`src/rtl/ac97_cmd_pkg.sv`:
```
package ac97_cmd_pkg;
  localparam int IDX_W = 7;
  localparam int DAT_W = 16;

  localparam int OFF_CTRL = 'h00;
  localparam int OFF_ADDR = 'h04;
  localparam int OFF_DATA = 'h08;
  localparam int OFF_TXS  = 'h0C;
  localparam int OFF_RXS  = 'h10;
  localparam int OFF_WSEL = 'h14;

  localparam int CTRL_READY = 15;
  localparam int CTRL_COLD  = 11;
  localparam int CTRL_WARM  = 10;
  localparam int CTRL_START = 5;

  localparam int CMD_RD_BIT  = 19;
  localparam int CMD_IDX_LSB = 12;
  localparam int CMD_DAT_LSB = 4;

  localparam int TX_ADDR_BIT = 31;
  localparam int TX_DATA_BIT = 30;
  localparam int RX_ADDR_BIT = 22;
  localparam int RX_DATA_BIT = 21;

  typedef struct packed {
    logic             rd;
    logic [IDX_W-1:0] idx;
    logic [DAT_W-1:0] data;
  } cmd_t;
endpackage

```
`src/rtl/ac97_cmd_regs.sv`:
```
module ac97_cmd_regs
  import ac97_cmd_pkg::*;
#(
  parameter int ADDR_W = 8
) (
  input  logic              clk,
  input  logic              rst,
  input  logic [ADDR_W-1:0] bus_addr,
  input  logic              bus_wr,
  input  logic              bus_rd,
  input  logic [31:0]       bus_wdata,
  output logic [31:0]       bus_rdata,
  output logic              cold_o,
  output logic              warm_o,
  output logic              start_o,
  output logic              cmd_go_o,
  output cmd_t              cmd_o,
  output logic [3:0]        flags_o,
  output logic [3:0]        wsel_o,
  input  logic              tx_a_done,
  input  logic              tx_d_done,
  input  logic              rdy_stb,
  input  logic              rdy_val,
  input  logic              rx_a_stb,
  input  logic [IDX_W-1:0]  rx_a_idx,
  input  logic              rx_d_stb,
  input  logic [DAT_W-1:0]  rx_d_val
);
  logic [DAT_W-1:0] wdat_q, rx_dat_q;
  logic [IDX_W-1:0] rx_idx_q;
  logic             tx_a_q, tx_d_q, rx_a_q, rx_d_q, ready_q;
  logic [1:0]       wtx_q, wrx_q;

  logic sel_ctrl, sel_addr, sel_data, sel_txs, sel_rxs, sel_wsel;
  assign sel_ctrl = bus_wr && (bus_addr == ADDR_W'(OFF_CTRL));
  assign sel_addr = bus_wr && (bus_addr == ADDR_W'(OFF_ADDR));
  assign sel_data = bus_wr && (bus_addr == ADDR_W'(OFF_DATA));
  assign sel_txs  = bus_wr && (bus_addr == ADDR_W'(OFF_TXS));
  assign sel_rxs  = bus_wr && (bus_addr == ADDR_W'(OFF_RXS));
  assign sel_wsel = bus_wr && (bus_addr == ADDR_W'(OFF_WSEL));

  logic unused_wdata;
  assign unused_wdata = ^bus_wdata;

  always_ff @(posedge clk) begin
    if (rst) begin
      cold_o   <= 1'b0;
      warm_o   <= 1'b0;
      start_o  <= 1'b0;
      cmd_go_o <= 1'b0;
      cmd_o    <= '0;
      wdat_q   <= '0;
      rx_dat_q <= '0;
      rx_idx_q <= '0;
      tx_a_q   <= 1'b0;
      tx_d_q   <= 1'b0;
      rx_a_q   <= 1'b0;
      rx_d_q   <= 1'b0;
      ready_q  <= 1'b0;
      wtx_q    <= '0;
      wrx_q    <= '0;
      bus_rdata <= '0;
    end else begin
      if (sel_ctrl) begin
        cold_o  <= bus_wdata[CTRL_COLD];
        warm_o  <= bus_wdata[CTRL_WARM];
        start_o <= bus_wdata[CTRL_START];
      end
      if (sel_data) wdat_q <= bus_wdata[CMD_DAT_LSB +: DAT_W];
      cmd_go_o <= sel_addr;
      if (sel_addr) begin
        cmd_o.rd   <= bus_wdata[CMD_RD_BIT];
        cmd_o.idx  <= bus_wdata[CMD_IDX_LSB +: IDX_W];
        cmd_o.data <= wdat_q;
      end
      // set wins over clear; writing 1 keeps, writing 0 clears
      tx_a_q <= tx_a_done | (tx_a_q & ~(sel_txs & ~bus_wdata[TX_ADDR_BIT]));
      tx_d_q <= tx_d_done | (tx_d_q & ~(sel_txs & ~bus_wdata[TX_DATA_BIT]));
      rx_a_q <= rx_a_stb  | (rx_a_q & ~(sel_rxs & ~bus_wdata[RX_ADDR_BIT]));
      rx_d_q <= rx_d_stb  | (rx_d_q & ~(sel_rxs & ~bus_wdata[RX_DATA_BIT]));
      if (rx_a_stb) rx_idx_q <= rx_a_idx;
      if (rx_d_stb) rx_dat_q <= rx_d_val;
      if (cold_o) ready_q <= 1'b0;
      else if (rdy_stb) ready_q <= rdy_val;
      if (sel_wsel) begin
        if (bus_wdata[1:0] != 2'b11) wtx_q <= bus_wdata[1:0];
        if (bus_wdata[3:2] != 2'b11) wrx_q <= bus_wdata[3:2];
      end
      bus_rdata <= '0;
      if (bus_rd) begin
        case (bus_addr)
          ADDR_W'(OFF_CTRL): begin
            bus_rdata[CTRL_READY] <= ready_q;
            bus_rdata[CTRL_COLD]  <= cold_o;
            bus_rdata[CTRL_WARM]  <= warm_o;
            bus_rdata[CTRL_START] <= start_o;
          end
          ADDR_W'(OFF_ADDR): bus_rdata[CMD_IDX_LSB +: IDX_W] <= rx_idx_q;
          ADDR_W'(OFF_DATA): bus_rdata[CMD_DAT_LSB +: DAT_W] <= rx_dat_q;
          ADDR_W'(OFF_TXS): begin
            bus_rdata[TX_ADDR_BIT] <= tx_a_q;
            bus_rdata[TX_DATA_BIT] <= tx_d_q;
          end
          ADDR_W'(OFF_RXS): begin
            bus_rdata[RX_ADDR_BIT] <= rx_a_q;
            bus_rdata[RX_DATA_BIT] <= rx_d_q;
          end
          ADDR_W'(OFF_WSEL): bus_rdata[3:0] <= {wrx_q, wtx_q};
          default: bus_rdata <= '0;
        endcase
      end
    end
  end

  assign flags_o = {tx_a_q, tx_d_q, rx_a_q, rx_d_q};
  assign wsel_o  = {wrx_q, wtx_q};
endmodule

```
`src/rtl/ac97_frame_tx.sv`:
```
module ac97_frame_tx
  import ac97_cmd_pkg::*;
#(
  parameter int FRAME_BITS = 256,
  parameter int TAG_BITS   = 16,
  parameter int SLOT_BITS  = 20,
  localparam int CNT_W     = $clog2(FRAME_BITS)
) (
  input  logic             clk,
  input  logic             rst,
  input  logic             run,
  input  logic             warm,
  input  logic             cmd_go,
  input  cmd_t             cmd,
  output logic             sync_o,
  output logic             sdo_o,
  output logic [CNT_W-1:0] pos_o,
  output logic             vld_o,
  output logic             a_done,
  output logic             d_done,
  output logic             pend_v,
  output logic             queue_v
);
  localparam int WORD_W = TAG_BITS + 2*SLOT_BITS;
  localparam int S1_END = TAG_BITS + SLOT_BITS - 1;
  localparam int S2_END = TAG_BITS + 2*SLOT_BITS - 1;

  logic [CNT_W-1:0]  cnt;
  logic [WORD_W-1:0] sh;
  cmd_t act, pend, que, act_n, pend_n, que_n;
  logic act_v, act_v_n, pend_v_n, que_v_n;
  logic frame_start;

  assign frame_start = run && (cnt == '0);

  always_comb begin
    act_n = act;  act_v_n = act_v;
    pend_n = pend; pend_v_n = pend_v;
    que_n = que;  que_v_n = queue_v;
    if (frame_start) begin
      act_n = pend;  act_v_n = pend_v;
      pend_n = que;  pend_v_n = queue_v;
      que_v_n = 1'b0;
    end
    if (cmd_go) begin
      if (!pend_v_n) begin
        pend_n = cmd; pend_v_n = 1'b1;
      end else begin
        que_n = cmd;  que_v_n = 1'b1;
      end
    end
  end

  logic [TAG_BITS-1:0]  tag_w;
  logic [SLOT_BITS-1:0] s1_w, s2_w;
  logic [WORD_W-1:0]    word;

  always_comb begin
    tag_w = '0;
    tag_w[TAG_BITS-1] = 1'b1;
    tag_w[TAG_BITS-2] = act_v_n;
    tag_w[TAG_BITS-3] = act_v_n & ~act_n.rd;
    s1_w = '0;
    if (act_v_n) begin
      s1_w[SLOT_BITS-1] = act_n.rd;
      s1_w[SLOT_BITS-2 -: IDX_W] = act_n.idx;
    end
    s2_w = '0;
    if (act_v_n && !act_n.rd) s2_w[SLOT_BITS-1 -: DAT_W] = act_n.data;
    word = {tag_w, s1_w, s2_w};
  end

  always_ff @(posedge clk) begin
    if (rst) begin
      cnt <= '0; sh <= '0;
      act <= '0; pend <= '0; que <= '0;
      act_v <= 1'b0; pend_v <= 1'b0; queue_v <= 1'b0;
      sync_o <= 1'b0; sdo_o <= 1'b0; pos_o <= '0; vld_o <= 1'b0;
      a_done <= 1'b0; d_done <= 1'b0;
    end else begin
      act <= act_n; act_v <= act_v_n;
      pend <= pend_n; pend_v <= pend_v_n;
      que <= que_n; queue_v <= que_v_n;
      vld_o <= run;
      pos_o <= cnt;
      a_done <= run && act_v && (cnt == CNT_W'(S1_END));
      d_done <= run && act_v && !act.rd && (cnt == CNT_W'(S2_END));
      if (run) begin
        cnt    <= (cnt == CNT_W'(FRAME_BITS-1)) ? '0 : cnt + 1'b1;
        sync_o <= (cnt < CNT_W'(TAG_BITS));
        if (frame_start) begin
          sdo_o <= word[WORD_W-1];
          sh    <= {word[WORD_W-2:0], 1'b0};
        end else begin
          sdo_o <= sh[WORD_W-1];
          sh    <= {sh[WORD_W-2:0], 1'b0};
        end
      end else begin
        cnt    <= '0;
        sync_o <= warm;
        sdo_o  <= 1'b0;
      end
    end
  end
endmodule

```
`src/rtl/ac97_frame_rx.sv`:
```
module ac97_frame_rx
  import ac97_cmd_pkg::*;
#(
  parameter int TAG_BITS  = 16,
  parameter int SLOT_BITS = 20,
  parameter int CNT_W     = 8
) (
  input  logic             clk,
  input  logic             rst,
  input  logic             vld,
  input  logic [CNT_W-1:0] pos,
  input  logic             sdi,
  output logic             rdy_stb,
  output logic             rdy_val,
  output logic             a_stb,
  output logic [IDX_W-1:0] a_idx,
  output logic             d_stb,
  output logic [DAT_W-1:0] d_val
);
  localparam int S1_END = TAG_BITS + SLOT_BITS - 1;
  localparam int S2_END = TAG_BITS + 2*SLOT_BITS - 1;

  logic [SLOT_BITS-1:0] sh, word;
  logic tag_a, tag_d;

  assign word = {sh[SLOT_BITS-2:0], sdi};

  logic unused_bits;
  assign unused_bits = ^{sh[SLOT_BITS-1], word};

  always_ff @(posedge clk) begin
    if (rst) begin
      sh <= '0; tag_a <= 1'b0; tag_d <= 1'b0;
      rdy_stb <= 1'b0; rdy_val <= 1'b0;
      a_stb <= 1'b0; a_idx <= '0; d_stb <= 1'b0; d_val <= '0;
    end else begin
      rdy_stb <= 1'b0;
      a_stb   <= 1'b0;
      d_stb   <= 1'b0;
      if (vld) begin
        sh <= word;
        if (pos == CNT_W'(TAG_BITS-1)) begin
          rdy_stb <= 1'b1;
          rdy_val <= word[TAG_BITS-1];
          tag_a   <= word[TAG_BITS-2];
          tag_d   <= word[TAG_BITS-3];
        end
        if (pos == CNT_W'(S1_END)) begin
          a_stb <= tag_a;
          a_idx <= word[SLOT_BITS-2 -: IDX_W];
        end
        if (pos == CNT_W'(S2_END)) begin
          d_stb <= tag_d;
          d_val <= word[SLOT_BITS-1 -: DAT_W];
        end
      end
    end
  end
endmodule

```
`src/rtl/ac97_cmd_ctrl.sv`:
```
module ac97_cmd_ctrl
  import ac97_cmd_pkg::*;
#(
  parameter int ADDR_W     = 8,
  parameter int FRAME_BITS = 256,
  parameter int TAG_BITS   = 16,
  parameter int SLOT_BITS  = 20,
  localparam int CNT_W     = $clog2(FRAME_BITS)
) (
  input  logic              clk,
  input  logic              rst,
  input  logic [ADDR_W-1:0] bus_addr,
  input  logic              bus_wr,
  input  logic              bus_rd,
  input  logic [31:0]       bus_wdata,
  output logic [31:0]       bus_rdata,
  output logic              codec_rst_n,
  output logic              link_sync,
  output logic              link_sdo,
  input  logic              link_sdi
);
  logic cold, warm, start, run, cmd_go;
  cmd_t cmd;
  logic [3:0] flags, wsel;
  logic tx_a_done, tx_d_done, rdy_stb, rdy_val, rx_a_stb, rx_d_stb;
  logic [IDX_W-1:0] rx_a_idx;
  logic [DAT_W-1:0] rx_d_val;
  logic [CNT_W-1:0] pos;
  logic vld, pend_v, queue_v;

  assign run = start & ~cold & ~warm;

  ac97_cmd_regs #(.ADDR_W(ADDR_W)) u_regs (
    .clk, .rst, .bus_addr, .bus_wr, .bus_rd, .bus_wdata, .bus_rdata,
    .cold_o(cold), .warm_o(warm), .start_o(start),
    .cmd_go_o(cmd_go), .cmd_o(cmd), .flags_o(flags), .wsel_o(wsel),
    .tx_a_done, .tx_d_done, .rdy_stb, .rdy_val,
    .rx_a_stb, .rx_a_idx, .rx_d_stb, .rx_d_val
  );

  ac97_frame_tx #(.FRAME_BITS(FRAME_BITS), .TAG_BITS(TAG_BITS), .SLOT_BITS(SLOT_BITS)) u_tx (
    .clk, .rst, .run, .warm, .cmd_go, .cmd,
    .sync_o(link_sync), .sdo_o(link_sdo), .pos_o(pos), .vld_o(vld),
    .a_done(tx_a_done), .d_done(tx_d_done), .pend_v, .queue_v
  );

  ac97_frame_rx #(.TAG_BITS(TAG_BITS), .SLOT_BITS(SLOT_BITS), .CNT_W(CNT_W)) u_rx (
    .clk, .rst, .vld, .pos, .sdi(link_sdi),
    .rdy_stb, .rdy_val, .a_stb(rx_a_stb), .a_idx(rx_a_idx),
    .d_stb(rx_d_stb), .d_val(rx_d_val)
  );

  always_ff @(posedge clk) begin
    if (rst) codec_rst_n <= 1'b1;
    else     codec_rst_n <= ~cold;
  end

  // observed by the bound checker; the width select feeds the sample path
  logic unused_obs;
  assign unused_obs = ^{flags, wsel, pend_v, queue_v};
endmodule

```
`config.mk`:
```
export PLATFORM = sky130hd
export DESIGN_NAME = ac97_cmd_ctrl
export DESIGN_NICKNAME = d
export VERILOG_FILES = /design/src/rtl/ac97_cmd_pkg.sv /design/src/rtl/ac97_cmd_regs.sv /design/src/rtl/ac97_frame_tx.sv /design/src/rtl/ac97_frame_rx.sv /design/src/rtl/ac97_cmd_ctrl.sv
export SDC_FILE = /design/constraint.sdc
export NUM_CORES = 1
export LEC_CHECK = 0
export BUFFER_PORTS_ARGS = -buffer_cell sky130_fd_sc_hd__buf_4
export CELL_PAD_IN_SITES_DETAIL_PLACEMENT = 2
export CELL_PAD_IN_SITES_GLOBAL_PLACEMENT = 2
export CORE_ASPECT_RATIO = 1.75
export CORE_UTILIZATION = 35
export CTS_CLUSTER_SIZE = 20
export DETAILED_ROUTE_END_ITERATION = 6
export PLACE_DENSITY = 0.72
export SYNTH_ARGS = -nofsm -noshare
export SYNTH_HDL_FRONTEND = slang
export SYNTH_HIERARCHICAL = 1
export SYNTH_SLANG_ARGS = --single-unit
```
`constraint.sdc`:
```
create_clock -name clk -period 2.3 [get_ports clk]
set_input_delay 0.115 -clock clk [delete_from_list [all_inputs] [get_ports clk]]
set_output_delay 0.115 -clock clk [all_outputs]
set_load 0.01 [all_outputs]
```
Word level (Yosys, flattened, before mapping):

Index checks and enable logic that the tools add are counted.

* add/subtract/negate cells: 1
* magnitude comparators: 1
* equality and inequality tests: 13
* muxes and demuxes: 21
* bitwise gates (word level): 35
* reduce and logical (&&, ||, !) cells: 33

Operators with widths (number)
* 24-bit 2-to-1 mux: 4
* 56-bit 2-to-1 mux: 1
* 8-bit by 6-bit equality test with 1-bit output (second input constant): 4
* 8-bit by 4-bit equality test with 1-bit output (second input constant): 3
* 3-bit OR reduction: 7
* 1-bit NOT: 20
* 8-bit by 5-bit equality test with 1-bit output (second input constant): 2
* 8-bit zero test: 2
* 16-bit 2-to-1 mux: 1
* 1-bit logical AND: 12
* 3-bit one-hot mux with 2 select lines: 2
* 2-bit AND reduction: 6
* 1-bit AND: 11
* 1-bit 2-to-1 mux: 9
* 8-bit by 1-bit adder with 8-bit output (second input constant): 1
* 8-bit by 3-bit equality test with 1-bit output (second input constant): 1
* 8-bit equality test (second input constant): 1
* 8-bit by 5-bit < comparator with 1-bit output (second input constant): 1
* 8-bit 2-to-1 mux: 1
* 2-bit OR reduction: 4
* 2-bit inequality test (second input constant): 2
* 1-bit OR: 4
* 2-bit one-hot mux with 2 select lines: 1
* 1-bit one-hot mux with 3 select lines: 1
* other kinds (2): 3

* flip-flop bits (word level): 309
* input port bits: 45

Logic depth before layout (Yosys ltp):

* word-level depth: 9
* gate-level depth with buffers: 8
* depth with buffers taken out: 6

By module:

The synthesis kept the hierarchy.

Modules (own cells, without submodules)
* ac97_frame_tx: instances 1, cells an instance 624, area an instance 5270.1 um^2, sequential area each 2482.4 um^2
* ac97_cmd_regs: instances 1, cells an instance 375, area an instance 3960.0 um^2, sequential area each 2001.9 um^2
* ac97_frame_rx: instances 1, cells an instance 183, area an instance 1933.1 um^2, sequential area each 960.9 um^2
* ac97_cmd_ctrl: instances 1, cells an instance 3, area an instance 38.8 um^2, sequential area each 20.0 um^2

Least setup slack after synthesis:

OpenSTA, ideal clock, no wires.

* path kind: register to register
* start point: register u_regs.cold_o
* end point: register u_tx/que[10] (netlist name)
* setup time: 0.072 ns
* data arrival time: 1.850 ns
* required time: 2.228 ns
* slack: 0.378 ns
* stages on the path, launching flop included: 8
* cell sequence: dfxtp_1 -> nor3b_2 -> clkbuf_1 -> nor4b_4 -> nand3_4 -> a21oi_4 -> buf_4 -> mux2i_1

* longest elaborated chain between the ends: 6

RTL lines
* start: declaration: line ac97_cmd_regs.sv:13 `output logic cold_o,`
* start signal: assignment: line ac97_cmd_regs.sv:65 `cold_o <= bus_wdata[CTRL_COLD];`
* 1-bit NOT: line ac97_cmd_ctrl.sv:31 `assign run = start & ~cold & ~warm;`
* 1-bit AND (2 in series): line ac97_cmd_ctrl.sv:31
* net run: line ac97_cmd_ctrl.sv:22 `logic cold, warm, start, run, cmd_go;`
* 1-bit logical AND: line ac97_frame_tx.sv:34 `assign frame_start = run && (cnt == '0);`
* 1-bit 2-to-1 mux: line ac97_frame_tx.sv:40 `if (frame_start) begin`
* 2-bit AND reduction (no source line)
* end signal: assignment: line ac97_frame_tx.sv:83 `que <= que_n; queue_v <= que_v_n;`
* end: declaration: line ac97_frame_tx.sv:30 `cmd_t act, pend, que, act_n, pend_n, que_n;`

The timed path passes the listed nets, and every way through them passes these cells.
A chain may end at the register's enable or synchronous reset.

Worst setup path after layout:

* start point: register u_regs.cold_o
* end point: register u_tx.sh[36]

* longest elaborated chain between the ends: 7

RTL lines
* 1-bit NOT *: line ac97_cmd_ctrl.sv:31
* 1-bit AND * (2 in series): line ac97_cmd_ctrl.sv:31
* net run: line ac97_cmd_ctrl.sv:22
* 1-bit logical AND: line ac97_frame_tx.sv:34
* 24-bit 2-to-1 mux or 1-bit 2-to-1 mux (tied branches): line ac97_frame_tx.sv:40
* 8-bit 2-to-1 mux: line ac97_frame_tx.sv:64 `if (act_v_n) begin`
* 56-bit 2-to-1 mux: line ac97_frame_tx.sv:91 `if (frame_start) begin`
* end signal: assignment: line ac97_frame_tx.sv:93 `sh <= {word[WORD_W-2:0], 1'b0};`
* end signal: assignment: line ac97_frame_tx.sv:96 `sh <= {sh[WORD_W-2:0], 1'b0};`
* end: declaration: line ac97_frame_tx.sv:29 `logic [WORD_W-1:0] sh;`

Mark *: on every way through the listed nets, which the timed path passes. The rest lies on a longest branch.

==> out/results.ini <==
[run_status]
status = completed

[power]
leakage_uw = 0.00456
vdd.ir_drop.worst_mv = 0.718
clkPwrFrac = 0.461
power_density_nw_per_um2 = 716
switchingPower_uw = 2040
p_int_uw = 7340
seq_power_share = 0.504
comb_power_share = 0.035
design_power_total_uw = 9380
swShare = 0.218

[detailed_routing]
final_antenna_net_count = 0
wire_per_inst_um = 19.4
avgViaCountPerCell = 5.32
detail_route.first_pass.iterations = 4
route.final.wire_length_um = 31800
post-route-drc-count = 0
dr_total_vias = 8723
drt_iter0_markers = 316

[timing]
tns_ns = 0
worst_slew_margin_rel = 0.514
layout_min_cycle_time_ns = 2.10
maxClockFrequency_ghz = 0.475
timing.final.crit_share = 0.915
max_slew.worst_pin.slew_ns = 0.727
hold_viol = 0
slew_viol_final = 0
setup_violations = 0
grt_setup_unrepaired = no
timing.clock.skew_ns = 0.0127
holdWs_ns = 0.0333

[final_layout]
nets = 1274
n_antenna_cell = 0
post_route_cells_drive_above_1_share = 0.148
nFillCells = 3409
syn2layout_area_growth_pct = 17.2
final_core_utilization = 0.417
finalNonFillerCells = 1641

[min_path]
holdPathEnd = u_regs/bus_rdata[15]$_SDFF_PP0_
holdCritStartpoint = bus_addr[1]
worst_hold_path_type = input port to flop
min_delay_path_depth = 3

[die]
io-pin-count = 80
chipHeight_um = 238
row_count = 86
die_w_um = 137
core_um2 = 31400
floorplan.initialDensity = 0.356
design.die.area_um2 = 32700

[placement]
gp_congestion = 0.774
place_inst = 1567
detailed_placement_wirelength_estimate_um = 20600
port_buffers = 63

[yosys]
cell_count_after_synthesis = 1181
synth_area_um2 = 11200
yosysWarningCount = 6
synth_area_per_cell_um2 = 9.46

[worst_setup_path]
startpoint_type = flop
cp-end-kind = flop
rr_worst_depth = 6
worst_path_max_fanout = 52
cp_data_arrival_time_ns = 2.55
rrSetupSlack_ns = 0.20
worst_r2r_endpoint = u_tx/sh[36]$_SDFFE_PP0P_
rr_startpoint = u_regs/cold_o$_SDFFE_PP0P_
critical_path_required_ns = 2.75
crit_type = flop to flop

[clocking]
clock_tree_from_tritoncts = built
clock_tree.htree_level_count = 1
cts_hold_buffers = 28
clockRootBuffer = clkbuf_16
post_cts_resized = 0
cts_setup_buffers = 0
max-clock-path-buffers = 3
cts_buffers = 26
worst_skew_pair.late_latency_ns = 0.54
clock_slew_seen_by_the_registers_of_the_worst_setup_and_hold_paths_ns = 0.07
cts_sinks = 273

[grt]
grt_max_degree = 78
grt_pass1_wl_um = 51600
grt_pass1_vias = 9542
globalRouteTotalUtil = 0.201
grt_remaining_overflow = 0
antenna_found_initial = 0

[run]
timing.max_cap.violations = 0

==> per-layer routing <==
metal | up-vias | track usage | share of wire
li1 | 4157 | - | -
met1 | 4430 | 0.220 | 0.40
met2 | 89 | 0.387 | 0.56
met3 | 47 | 0.0210 | 0.019
met4 | 0 | 0.0739 | 0.027
met5 | - | 0 | 0
==> power by group through the flow <==
| stage | sequential (uW) | combinational [uW] | clock, uW |
|---|---|---|---|
| global placement | 4840 | 285 | 0 |
| floorplan | 4840 | 177 | 0 |
| detailed placement | 4840 | 289 | 0 |
| global route | 4720 | 347 | 4650 |
| finish | 4730 | 324 | 4330 |
| CTS | 4730 | 326 | 4480 |
==> state kept, by name, summed over array words and instances, names as in the netlist, 8 cells and up <==
register          flops
u_tx/que             24
u_tx/pos_o            8
u_tx/pend            24
u_rx/d_val           16
u_regs/rx_dat_q      16
u_regs/bus_rdata     24
u_regs/cmd_o         24
u_regs/wdat_q        16
u_tx/cnt              8
u_tx/sh              51
u_rx/sh              19
==> placed cells by master (no fill, tap or decap), types with 3 or more instances in the layout <==
cell type	instances
inv_1	33
clkbuf_1	6
clkbuf_8	3
and3_1	21
a41o_1	24
nor4b_4	5
a31oi_1	30
buf_12	5
nor2_1	106
clkbuf_16	27
nor2b_1	6
nand2b_1	116
dfxtp_1	273
dlygate4sd3_1	28
clkinv_2	6
xor2_1	3
a21oi_1	30
mux2i_1	107
nand3_1	59
nor3_1	7
conb_1	8
nor4_2	20
a311oi_1	29
a31o_2	12
a22oi_1	10
a31o_1	17
nor4_1	8
nand2_1	116
buf_4	90
==> final cells by class <==
class / instances / area [um^2] / share of cell area
clock buffer: 36 / 739 / 0.0565
clock inverter: 10 / 105 / 0.00803
inverter: 35 / 131 / 0.0100
multi-input combinational: 767 / 5090 / 0.389
sequential: 273 / 5470 / 0.417
tap: 396 / 495 / 0.0378
timing repair buffer: 124 / 1070 / 0.0815
==> worst max path at each step <==
stage	from	endpoint	slack, ns	depth (start not counted)
after floorplan	u_regs/cold_o$_SDFFE_PP0P_	u_tx/que[10]$_SDFFE_PP0P_	0.38	7
after global placement	u_regs/cold_o$_SDFFE_PP0P_	u_tx/sh[35]$_SDFFE_PP0P_	0.25	6
after detailed placement	u_regs/cold_o$_SDFFE_PP0P_	u_tx/sh[37]$_SDFFE_PP0P_	0.20	6
after CTS	u_regs/cold_o$_SDFFE_PP0P_	u_tx/sh[37]$_SDFFE_PP0P_	0.18	6
after global routing	u_regs/cold_o$_SDFFE_PP0P_	u_tx/sh[13]$_SDFFE_PP0P_	0.09	6
final	u_regs/cold_o$_SDFFE_PP0P_	u_tx/sh[36]$_SDFFE_PP0P_	0.20	6
==> critical path: stages, from the launching register on <==
cell	delay, ns
dfxtp_1	0.39
nor3b_4	0.25
nor4b_4	0.42
and2_1	0.24
buf_12	0.24
nand3_1	0.14
a311oi_1	0.27
==> metrics by stage <==
step,instance area [um^2],setup slack (ns)
after floorplan,11200,0.378
after global placement,12000,0.252
after detailed placement,12000,0.203
after CTS,13100,0.182
after global routing,13100,0.0858
final,13100,0.196
(Power assumes the default switching activity.)
